## src/rtl/bwatch_pkg.sv

```systemverilog
package bwatch_pkg;

  // Per-window register index (low three address bits)
  typedef enum logic [2:0] {
    WR_FIRST   = 3'd0,
    WR_LAST    = 3'd1,
    WR_OPMASK  = 3'd2,
    WR_CLIMASK = 3'd3,
    WR_CAPADDR = 3'd4,  // write: acknowledge
    WR_CAPCLI  = 3'd5,
    WR_CAPINFO = 3'd6,
    WR_CAPVLD  = 3'd7
  } win_reg_e;

  // Global register index (low two address bits inside the global page)
  typedef enum logic [1:0] {
    GR_MASK  = 2'd0,
    GR_RAW   = 2'd1,
    GR_PEND  = 2'd2,
    GR_CLEAR = 2'd3
  } glb_reg_e;

  // Operation-mask bit positions
  localparam int OPB_READ  = 0;
  localparam int OPB_WRITE = 1;

endpackage

```

## src/rtl/bwatch_window.sv

```systemverilog
module bwatch_window
  import bwatch_pkg::*;
#(
  parameter int ADDR_W = 32,
  parameter int NCLI   = 16,
  parameter int CLI_W  = 4,
  parameter int SIZE_W = 3,
  parameter int DATA_W = 32
) (
  input  logic              clk,
  input  logic              rst,
  input  logic              cfg_we,
  input  logic [2:0]        cfg_idx,
  input  logic [DATA_W-1:0] cfg_data,
  input  logic              acc_valid,
  input  logic [ADDR_W-1:0] acc_addr,
  input  logic              acc_write,
  input  logic [CLI_W-1:0]  acc_client,
  input  logic [SIZE_W-1:0] acc_size,
  input  logic [2:0]        rd_idx,
  output logic [DATA_W-1:0] rd_val,
  output logic              hit_o,
  output logic              cap_valid_o,
  output logic [ADDR_W-1:0] cap_addr_o
);

  localparam int INFO_W = SIZE_W + 1 + CLI_W;

  logic [ADDR_W-1:0] first_q, last_q;
  logic [1:0]        opm_q;
  logic [NCLI-1:0]   clim_q;

  logic              capv_q;
  logic [ADDR_W-1:0] cap_addr_q;
  logic [NCLI-1:0]   cap_cli_q;
  logic [INFO_W-1:0] cap_info_q;

  logic              ack;
  logic [NCLI-1:0]   cli_onehot;

  assign ack        = cfg_we && (win_reg_e'(cfg_idx) == WR_CAPADDR);
  assign cli_onehot = NCLI'(1) << acc_client;

  // Match: inclusive range, operation bit, client bit
  always_comb begin
    hit_o = acc_valid
         && (acc_addr >= first_q)
         && (acc_addr <= last_q)
         && opm_q[acc_write ? OPB_WRITE : OPB_READ]
         && clim_q[acc_client];
  end

  // Configuration registers
  always_ff @(posedge clk) begin
    if (rst) begin
      first_q <= '0;
      last_q  <= '0;
      opm_q   <= '0;
      clim_q  <= '0;
    end else if (cfg_we) begin
      case (win_reg_e'(cfg_idx))
        WR_FIRST:   first_q <= cfg_data[ADDR_W-1:0];
        WR_LAST:    last_q  <= cfg_data[ADDR_W-1:0];
        WR_OPMASK:  opm_q   <= cfg_data[1:0];
        WR_CLIMASK: clim_q  <= cfg_data[NCLI-1:0];
        default: ;
      endcase
    end
  end

  // Capture: first hit freezes details, later hits gather clients
  always_ff @(posedge clk) begin
    if (rst) begin
      capv_q     <= 1'b0;
      cap_addr_q <= '0;
      cap_cli_q  <= '0;
      cap_info_q <= '0;
    end else if (ack) begin
      capv_q    <= 1'b0;
      cap_cli_q <= '0;
    end else if (hit_o) begin
      if (!capv_q) begin
        capv_q     <= 1'b1;
        cap_addr_q <= acc_addr;
        cap_cli_q  <= cli_onehot;
        cap_info_q <= {acc_size, acc_write, acc_client};
      end else begin
        cap_cli_q <= cap_cli_q | cli_onehot;
      end
    end
  end

  always_comb begin
    case (win_reg_e'(rd_idx))
      WR_FIRST:   rd_val = DATA_W'(first_q);
      WR_LAST:    rd_val = DATA_W'(last_q);
      WR_OPMASK:  rd_val = DATA_W'(opm_q);
      WR_CLIMASK: rd_val = DATA_W'(clim_q);
      WR_CAPADDR: rd_val = DATA_W'(cap_addr_q);
      WR_CAPCLI:  rd_val = DATA_W'(cap_cli_q);
      WR_CAPINFO: rd_val = DATA_W'(cap_info_q);
      default:    rd_val = DATA_W'(capv_q);
    endcase
  end

  assign cap_valid_o = capv_q;
  assign cap_addr_o  = cap_addr_q;

endmodule

```

## src/rtl/bwatch_irq.sv

```systemverilog
module bwatch_irq #(
  parameter int NWIN = 4
) (
  input  logic            clk,
  input  logic            rst,
  input  logic [NWIN-1:0] hit_vec,
  input  logic            mask_we,
  input  logic [NWIN-1:0] mask_data,
  input  logic [NWIN-1:0] clr_vec,
  output logic [NWIN-1:0] status_o,
  output logic [NWIN-1:0] mask_o,
  output logic [NWIN-1:0] pend_o,
  output logic            irq_o
);

  logic [NWIN-1:0] st_q, msk_q;
  logic            irq_q;

  always_ff @(posedge clk) begin
    if (rst) begin
      st_q  <= '0;
      msk_q <= '0;
      irq_q <= 1'b0;
    end else begin
      st_q  <= (st_q & ~clr_vec) | hit_vec;
      if (mask_we) msk_q <= mask_data;
      irq_q <= |(st_q & msk_q);
    end
  end

  assign status_o = st_q;
  assign mask_o   = msk_q;
  assign pend_o   = st_q & msk_q;
  assign irq_o    = irq_q;

endmodule

```

## src/rtl/bus_watch_unit.sv

```systemverilog
module bus_watch_unit
  import bwatch_pkg::*;
#(
  parameter int NWIN   = 4,
  parameter int ADDR_W = 32,
  parameter int NCLI   = 16,
  parameter int SIZE_W = 3,
  parameter int DATA_W = 32,
  localparam int CLI_W  = $clog2(NCLI),
  localparam int WSEL_W = $clog2(NWIN),
  localparam int REG_AW = 1 + WSEL_W + 3
) (
  input  logic              clk,
  input  logic              rst,
  input  logic              wr_en,
  input  logic [REG_AW-1:0] wr_addr,
  input  logic [DATA_W-1:0] wr_data,
  input  logic [REG_AW-1:0] rd_addr,
  output logic [DATA_W-1:0] rd_data,
  input  logic              acc_valid,
  input  logic [ADDR_W-1:0] acc_addr,
  input  logic              acc_write,
  input  logic [CLI_W-1:0]  acc_client,
  input  logic [SIZE_W-1:0] acc_size,
  output logic              irq_o
);

  localparam int LOW_W = REG_AW - 1;

  logic [NWIN-1:0]   hit_vec, capv;
  logic [ADDR_W-1:0] caddr [NWIN];
  logic [DATA_W-1:0] win_rd [NWIN];
  logic [NWIN-1:0]   st, msk, pend, clr_vec;
  logic              wr_glb, rd_glb, mask_we;
  logic [DATA_W-1:0] rd_mux, rd_q;

  assign wr_glb  = wr_addr[REG_AW-1];
  assign rd_glb  = rd_addr[REG_AW-1];
  assign mask_we = wr_en && wr_glb
                && (wr_addr[LOW_W-1:0] == LOW_W'(GR_MASK));
  assign clr_vec = (wr_en && wr_glb && (wr_addr[LOW_W-1:0] == LOW_W'(GR_CLEAR)))
                 ? wr_data[NWIN-1:0] : '0;

  for (genvar w = 0; w < NWIN; w++) begin : g_win
    logic we_w;
    assign we_w = wr_en && !wr_glb && (wr_addr[3 +: WSEL_W] == WSEL_W'(w));

    bwatch_window #(
      .ADDR_W(ADDR_W), .NCLI(NCLI), .CLI_W(CLI_W),
      .SIZE_W(SIZE_W), .DATA_W(DATA_W)
    ) u_win (
      .clk        (clk),
      .rst        (rst),
      .cfg_we     (we_w),
      .cfg_idx    (wr_addr[2:0]),
      .cfg_data   (wr_data),
      .acc_valid  (acc_valid),
      .acc_addr   (acc_addr),
      .acc_write  (acc_write),
      .acc_client (acc_client),
      .acc_size   (acc_size),
      .rd_idx     (rd_addr[2:0]),
      .rd_val     (win_rd[w]),
      .hit_o      (hit_vec[w]),
      .cap_valid_o(capv[w]),
      .cap_addr_o (caddr[w])
    );
  end

  bwatch_irq #(.NWIN(NWIN)) u_irq (
    .clk      (clk),
    .rst      (rst),
    .hit_vec  (hit_vec),
    .mask_we  (mask_we),
    .mask_data(wr_data[NWIN-1:0]),
    .clr_vec  (clr_vec),
    .status_o (st),
    .mask_o   (msk),
    .pend_o   (pend),
    .irq_o    (irq_o)
  );

  always_comb begin
    rd_mux = '0;
    if (rd_glb) begin
      if (rd_addr[LOW_W-1:0] == LOW_W'(GR_MASK))      rd_mux = DATA_W'(msk);
      else if (rd_addr[LOW_W-1:0] == LOW_W'(GR_RAW))  rd_mux = DATA_W'(st);
      else if (rd_addr[LOW_W-1:0] == LOW_W'(GR_PEND)) rd_mux = DATA_W'(pend);
    end else begin
      rd_mux = win_rd[rd_addr[3 +: WSEL_W]];
    end
  end

  // registered read data
  always_ff @(posedge clk) begin
    if (rst) rd_q <= '0;
    else     rd_q <= rd_mux;
  end

  assign rd_data = rd_q;

endmodule

```

## config.mk

```make
export PLATFORM = sky130hd
export DESIGN_NAME = bus_watch_unit
export DESIGN_NICKNAME = d
export VERILOG_FILES = /design/src/rtl/bwatch_pkg.sv /design/src/rtl/bwatch_window.sv /design/src/rtl/bwatch_irq.sv /design/src/rtl/bus_watch_unit.sv
export SDC_FILE = /design/constraint.sdc
export NUM_CORES = 2
export LEC_CHECK = 0
export BUFFER_PORTS_ARGS = -buffer_cell sky130_fd_sc_hd__buf_2
export CORE_MARGIN = 3
export CORE_UTILIZATION = 40
export DETAILED_ROUTE_END_ITERATION = 6
export PLACE_DENSITY_LB_ADDON = 0.08
export SLEW_MARGIN = 0
export SYNTH_ARGS = -nofsm -noshare
export SYNTH_HDL_FRONTEND = slang
export SYNTH_HIERARCHICAL = 1
export SYNTH_SLANG_ARGS = --single-unit
```

## constraint.sdc

```tcl
create_clock -name clk -period 4.75 [get_ports clk]
set_input_delay 0 -clock clk [delete_from_list [all_inputs] [get_ports clk]]
set_output_delay 0 -clock clk [all_outputs]
set_load 0.01 [all_outputs]
```

==> Yosys cells after proc, flatten, opt, wreduce, memory -nomap -nowiden <==
Cells that the tools add are included.
W data, S select, Z words.
{ "word_totals": {"register_bits": 597, "input_bits": 88, "output_inout_bits": 33, "wordCells": 177} }
{ "op_classes": {"order_cmp": 11, "eq_ne": 16, "shift": 1, "n_mux": 37, "bitwise": 17, "reduce_logical": 59} }
{ "ops": {"columns": ["operator", "count"], "rows": [
  ["$pmux W32 S7", 4],
  ["$ge A32 B32 Y1", 4],
  ["$le A32 B32 Y1", 4],
  ["$mux W32", 3],
  ["$bmux W32 S2", 1],
  ["$mux W16", 4],
  ["$or A16 B16 Y16", 4],
  ["$lt A32 B3 Y1 const B", 1],
  ["$reduce_and A2 Y1", 16],
  ["$logic_and A1 B1 Y1", 28],
  ["$mux W1", 17],
  ["$bmux W1 S4", 4],
  ["$mux W4", 4],
  ["$shl A1 B4 Y16 const A", 1],
  ["$eq A3 B2 Y1 const B", 4],
  ["$eq A3 B3 Y1 const B", 4],
  ["$reduce_and A3 Y1", 4],
  ["$eq A5 B2 Y1 const B", 2],
  ["$logic_not A5 Y1", 2],
  ["$and A4 B4 Y4", 2],
  ["$not A1 Y1", 8],
  ["$reduce_or A2 Y1", 4],
  ["$eq A3 B1 Y1 const B", 2],
  ["$logic_not A3 Y1", 2],
  ["other kinds (11)", 12]
]} }

==> Logic depth before layout (Yosys ltp) <==
{ "depth": {"ltp_word": 7, "depth_mapped": 12, "ltp_nobuf": 10} }

==> Modules after synthesis <==
The synthesis kept the hierarchy.
{ "by_module_without_submodules": {"columns": ["mod", "n_inst", "cells_per_inst", "area_per_inst_um2", "seq_area_each_um2"], "rows": [
  ["bwatch_window (g_win[1].u_win ...)", 2, 1016, 8121.5, 2782.7],
  ["bwatch_window (g_win[3].u_win)", 1, 1022, 8343.0, 2782.7],
  ["bwatch_window (g_win[0].u_win)", 1, 1020, 8244.2, 2782.7],
  ["bus_watch_unit", 1, 144, 1989.4, 640.6],
  ["bwatch_irq", 1, 32, 342.8, 180.2]
]} }

==> Worst setup path before layout <==
Ideal clock, no wire load.
{ "synth_timing": {"kind": "register to register", "start": "reg g_win[1].u_win.last_q[15]", "end": "reg g_win[1].u_win.cap_cli_q[13]", "setup_ns": 0.124, "arrival_time_ns": 2.462, "t_required_ns": 4.626, "setup_slack_ns": 2.164, "path_stages_with_launch": 11, "n_path_buf": 1, "synth_period_minus_slack_ns": 2.586, "cell_sequence": "dfxtp_1 > inv_1 > ha_1 > nand4_1 > nor4_2 > nand2_1 > nor4b_1 > a2111o_1 > o21ai_1 > buf_4 > o32ai_1"} }
{ "synth_between": {"elab_chain_cells": 4} }
{ "synth_lines": {"columns": ["element", "line", "text"], "rows": [
  ["start, declared", "bwatch_window.sv:29", "logic [ADDR_W-1:0] first_q, last_q;"],
  ["start signal, assigned", "bwatch_window.sv:63", "WR_LAST: last_q <= cfg_data[ADDR_W-1:0];"],
  ["$le A32 B32 Y1", "bwatch_window.sv:48", "&& (acc_addr <= last_q)"],
  ["$logic_and A1 B1 Y1", "bwatch_window.sv:48", null],
  ["$logic_and A1 B1 Y1", "bwatch_window.sv:49", "&& opm_q[acc_write ? OPB_WRITE : OPB_READ]"],
  ["$logic_and A1 B1 Y1", "bwatch_window.sv:50", "&& clim_q[acc_client];"],
  ["end signal, assigned", "bwatch_window.sv:85", "cap_cli_q <= cli_onehot;"],
  ["end signal, assigned", "bwatch_window.sv:88", "cap_cli_q <= cap_cli_q | cli_onehot;"],
  ["end, declared", "bwatch_window.sv:35", "logic [NCLI-1:0] cap_cli_q;"]
]} }
No other way between the ends.
A chain may end at the register's enable or synchronous reset.

==> Worst setup path in the final report <==
{ "layout_timing": {"start": "reg g_win[1].u_win.first_q[19]", "end": "reg g_win[1].u_win.cap_info_q[1]"} }
{ "layout_between": {"elab_chain_cells": 6} }
{ "layout_lines": {"columns": ["element", "line", "text"], "rows": [
  ["start, declared", "bwatch_window.sv:29", null],
  ["start signal, assigned", "bwatch_window.sv:62", "WR_FIRST: first_q <= cfg_data[ADDR_W-1:0];"],
  ["$ge A32 B32 Y1", "bwatch_window.sv:47", "&& (acc_addr >= first_q)"],
  ["$logic_and A1 B1 Y1", "bwatch_window.sv:47", null],
  ["$logic_and A1 B1 Y1", "bwatch_window.sv:48", null],
  ["$logic_and A1 B1 Y1", "bwatch_window.sv:49", null],
  ["$logic_and A1 B1 Y1", "bwatch_window.sv:50", null],
  ["$reduce_and A3 Y1 (no source line)", null, null],
  ["end signal, assigned", "bwatch_window.sv:86", "cap_info_q <= {acc_size, acc_write, acc_client};"],
  ["end, declared", "bwatch_window.sv:36", "logic [INFO_W-1:0] cap_info_q;"]
]} }
No other way between the ends.

==> flow_summary.ini <==
[grt]
gr-max-usage-layer = met2
grt_pass1_wl_um = 209900
use_met3 = 0.03771
gr-total-overflow = 0
grt_max_degree = 108
antenna_found_initial = 10
grtUsageMet1 = 0.4447
met2_usage = 0.4878
track_usage = 0.3108
grt_pass1_vias = 29785

[clocking]
hold_buffers = 74
insertion_delay_ps = 630
postCtsSetupRepairBufs = 0
path_clk_slew_ps = 60
cts_buffers = 75
cts_tree = done
ctsLongestPathBuffers = 3
htree_num_levels = 3
clockRootBuffer = clkbuf_16
cts.repair.resized = 0
cts.sinks = 597

[critical_path]
r2r_cells = 10
crit_required_ps = 5290
rrSetupSlack_ps = 1060
r2r_end = g_win[1].u_win/cap_info_q[1]$_SDFFE_PP0P_
critPathLaunch = g_win[1].u_win/first_q[19]$_SDFFE_PP0P_
path_max_fanout = 19
worstPathArrival_ps = 4230
r2r-start = g_win[1].u_win/first_q[19]$_SDFFE_PP0P_
critical_path_class = flop to flop
crit_path_start_kind = flop
crit_path_end_kind = flop

[synth]
ys_ff_latch = 597
ys_seq_area_frac = 0.3399
synth_cell_type_count = 78
ys.flop_type = dfxtp_1
yosysWarnings = 6
syn_inst = 4250
ys_async_sr_fraction = 0
avgSynthCellArea_sq_um = 8.274
syn_area_sq_um = 35160
synth-edff-count = 0
synth_fp_nets = 4594

[placed_design]
placed_cells_incl_taps = 5335
dp_hpwl_um = 100200
numPortBuffers = 120
gp_congestion = 0.9152
dpl_cell_area_sq_um = 36610

[detailed_routing]
vias = 31405
routedWlPerCell_um = 26.13
firstDrtPassIters = 5
drc_errors = 0
drtIter0Drc = 2745
ant_nets = 0
drt_wl_total_um = 144700
viasPerCell = 5.673

[timing]
setup_viol = 0
rsz0062_at_grt = false
finalHoldViolations = 0
fin_skew_ps = 31.05
finalCritPeriodShare = 0.7774
slew_headroom = 0.1848
setup-tns-final_ps = 0
finalMaxSlewViolations = 0
tightest_slew_ps = 1223
fin_crit_ps = 3692
max_freq_ghz = 0.2708

[pwr]
p_leak_uw = 0.01392
irDropWorstVdd_mv = 0.2328
power.total_uw = 12000
power_density_nw_per_um2 = 301.8

[floorplanning]
die_h_um = 302.5
initial_core_util = 0.4041
io_pins = 121
num_rows = 108
core-area_sq_um = 87020
dieArea_sq_um = 91500
die_x_um = 302.5

[hold_path]
hold_path_class = input pin to flop
hp-start = wr_en
min_to = u_irq/mask_o[0]$_SDFFE_PP0P_
holdPathStages = 6

[cells_and_area]
stdcell_count = 5536
postLayoutCoreUtil = 0.4567
fillers = 8687
syn2layout_area_growth_pct = 13.02
fin_nets = 4675
drive_gt1_frac = 0.1133
fin_area_sq_um = 39740

[status]
outcome = finished, final reports clean

[flow_run]
cap_violations = 0
==> per-stage QoR <==
stage / worst slack [ps] / hold slack (ps)
after detailed placement: 1206 / 328.9
after global routing: 1006 / 79.36
after floorplan: 2164 / 72.38
after global placement: 1318 / 335.2
final: 1058 / 59.70
after CTS: 1144 / 22.66
==> state kept, by name, indices dropped and copies added (netlist names) <==
register                 flops
u_irq/mask_o                 4
g_win.u_win/cap_cli_q       64
g_win.u_win/cap_valid_o      4
u_irq/status_o               4
g_win.u_win/opm_q            8
g_win.u_win/last_q         128
g_win.u_win/cap_info_q      32
g_win.u_win/cap_addr_o     128
g_win.u_win/first_q        128
u_irq/irq_o                  1
rd_data                     32
g_win.u_win/clim_q          64
==> synthesized netlist by cell type (20+ instances only) <==
cell        n  area, sq um
nand3_1    31        155.2
nand4_1    41        256.5
nand2b_1  228         1426
mux2_2     57        641.9
a21o_1     23        172.7
nor2_1    197        739.5
or2b_1     49        367.9
buf_1      31        116.4
ha_1      256         3203
o22ai_1    86        538.0
a22oi_1    70        525.5
o21ai_0    56        280.3
mux4_1     25        656.9
and4_1     20        175.2
and2_1     43        269.0
dfxtp_1   597        11950
mux4_2     27        608.1
a221oi_1   38        332.8
mux2i_1   261         2613
inv_1     324         1216
a21oi_1   509         2547
nor2b_1    43        269.0
clkbuf_1  188        705.7
nand2_1   760         2853
or2b_2     64        560.5
==> power breakdown <==
group / switching (uW) / total [uW] / internal [uW]
Sequential: 11.8 / 5040 / 5020
Clock: 2340 / 5720 / 3390
Combinational: 849 / 1240 / 389
Total: 3200 / 12000 / 8800
==> cells in the final DEF (no fill, tap or decap), drive strengths merged, types with 48 or more instances in the layout <==
cell	Yosys	layout
mux4	52	52
clkbuf	188	115
inv	324	325
a22oi	70	70
nand2	760	760
o21ai	60	60
ha	256	256
buf	71	188
dfxtp	597	597
mux2i	261	261
nand2b	228	228
a21oi	510	510
or2b	113	113
dlygate4sd3	0	74
mux2	57	57
and2	48	48
o22ai	86	86
nor2	197	197
==> layout make-up <==
class	instances	area, sq um	area share
Antenna cell	3	7.507	0.0001889
Clock buffer	114	2278	0.05733
Clock inverter	10	103.9	0.002613
Inverter	324	1216	0.03060
Multi-Input combinational cell	3070	20770	0.5226
Sequential cell	597	11950	0.3007
Tap cell	1155	1445	0.03636
Timing Repair Buffer	263	1969	0.04955
==> worst max-delay path by stage <==
stage	slack (ps)	endpoint
6_report	1060	g_win[1].u_win/cap_info_q[1]$_SDFFE_PP0P_
5_1_grt	1010	g_win[1].u_win/cap_addr_o[27]$_SDFFE_PP0P_
4_1_cts	1140	g_win[1].u_win/cap_info_q[7]$_SDFFE_PP0P_
3_5_place_dp	1210	g_win[1].u_win/cap_info_q[7]$_SDFFE_PP0P_
3_3_place_gp	1320	g_win[1].u_win/cap_addr_o[18]$_SDFFE_PP0P_
2_1_floorplan	2160	g_win[1].u_win/cap_cli_q[13]$_SDFFE_PP0P_
==> per-layer routing <==
metal | wire (um) | part of all wire | up-vias
met2 | 63750 | 0.44 | 1116
met4 | 4789 | 0.033 | 4
met1 | 66980 | 0.46 | 15338
li1 | - | - | 14748
met5 | 17 | 0.00012 | -
met3 | 9141 | 0.063 | 199
==> worst max-delay path: stages (launching register included) <==
cell and delay (ps):
dfxtp_1 350, inv_1 50, ha_1 280, nand2_1 70, o21ai_0 560, a221oi_1 200
o21ai_0 870, o21bai_1 280, nor3_4 240, buf_4 450, mux2i_1 250
==> cells by family (layout without fill, tap and decap cells) <==
| kind of cell | Yosys count | after routing | synth area share |
|---|---|---|---|
| other | 0 | 3 | 0 |
| flip-flops | 597 | 597 | 0.3399 |
| buffers and inverters | 583 | 711 | 0.07149 |
| adder cells (fa/ha/maj) | 256 | 256 | 0.09109 |
| multiplexers | 370 | 370 | 0.1285 |
| AND/OR/NAND/NOR | 1561 | 1561 | 0.2200 |
| AO/OA/AOI/OAI | 883 | 883 | 0.1490 |
Power figures use the tool's default switching activity.
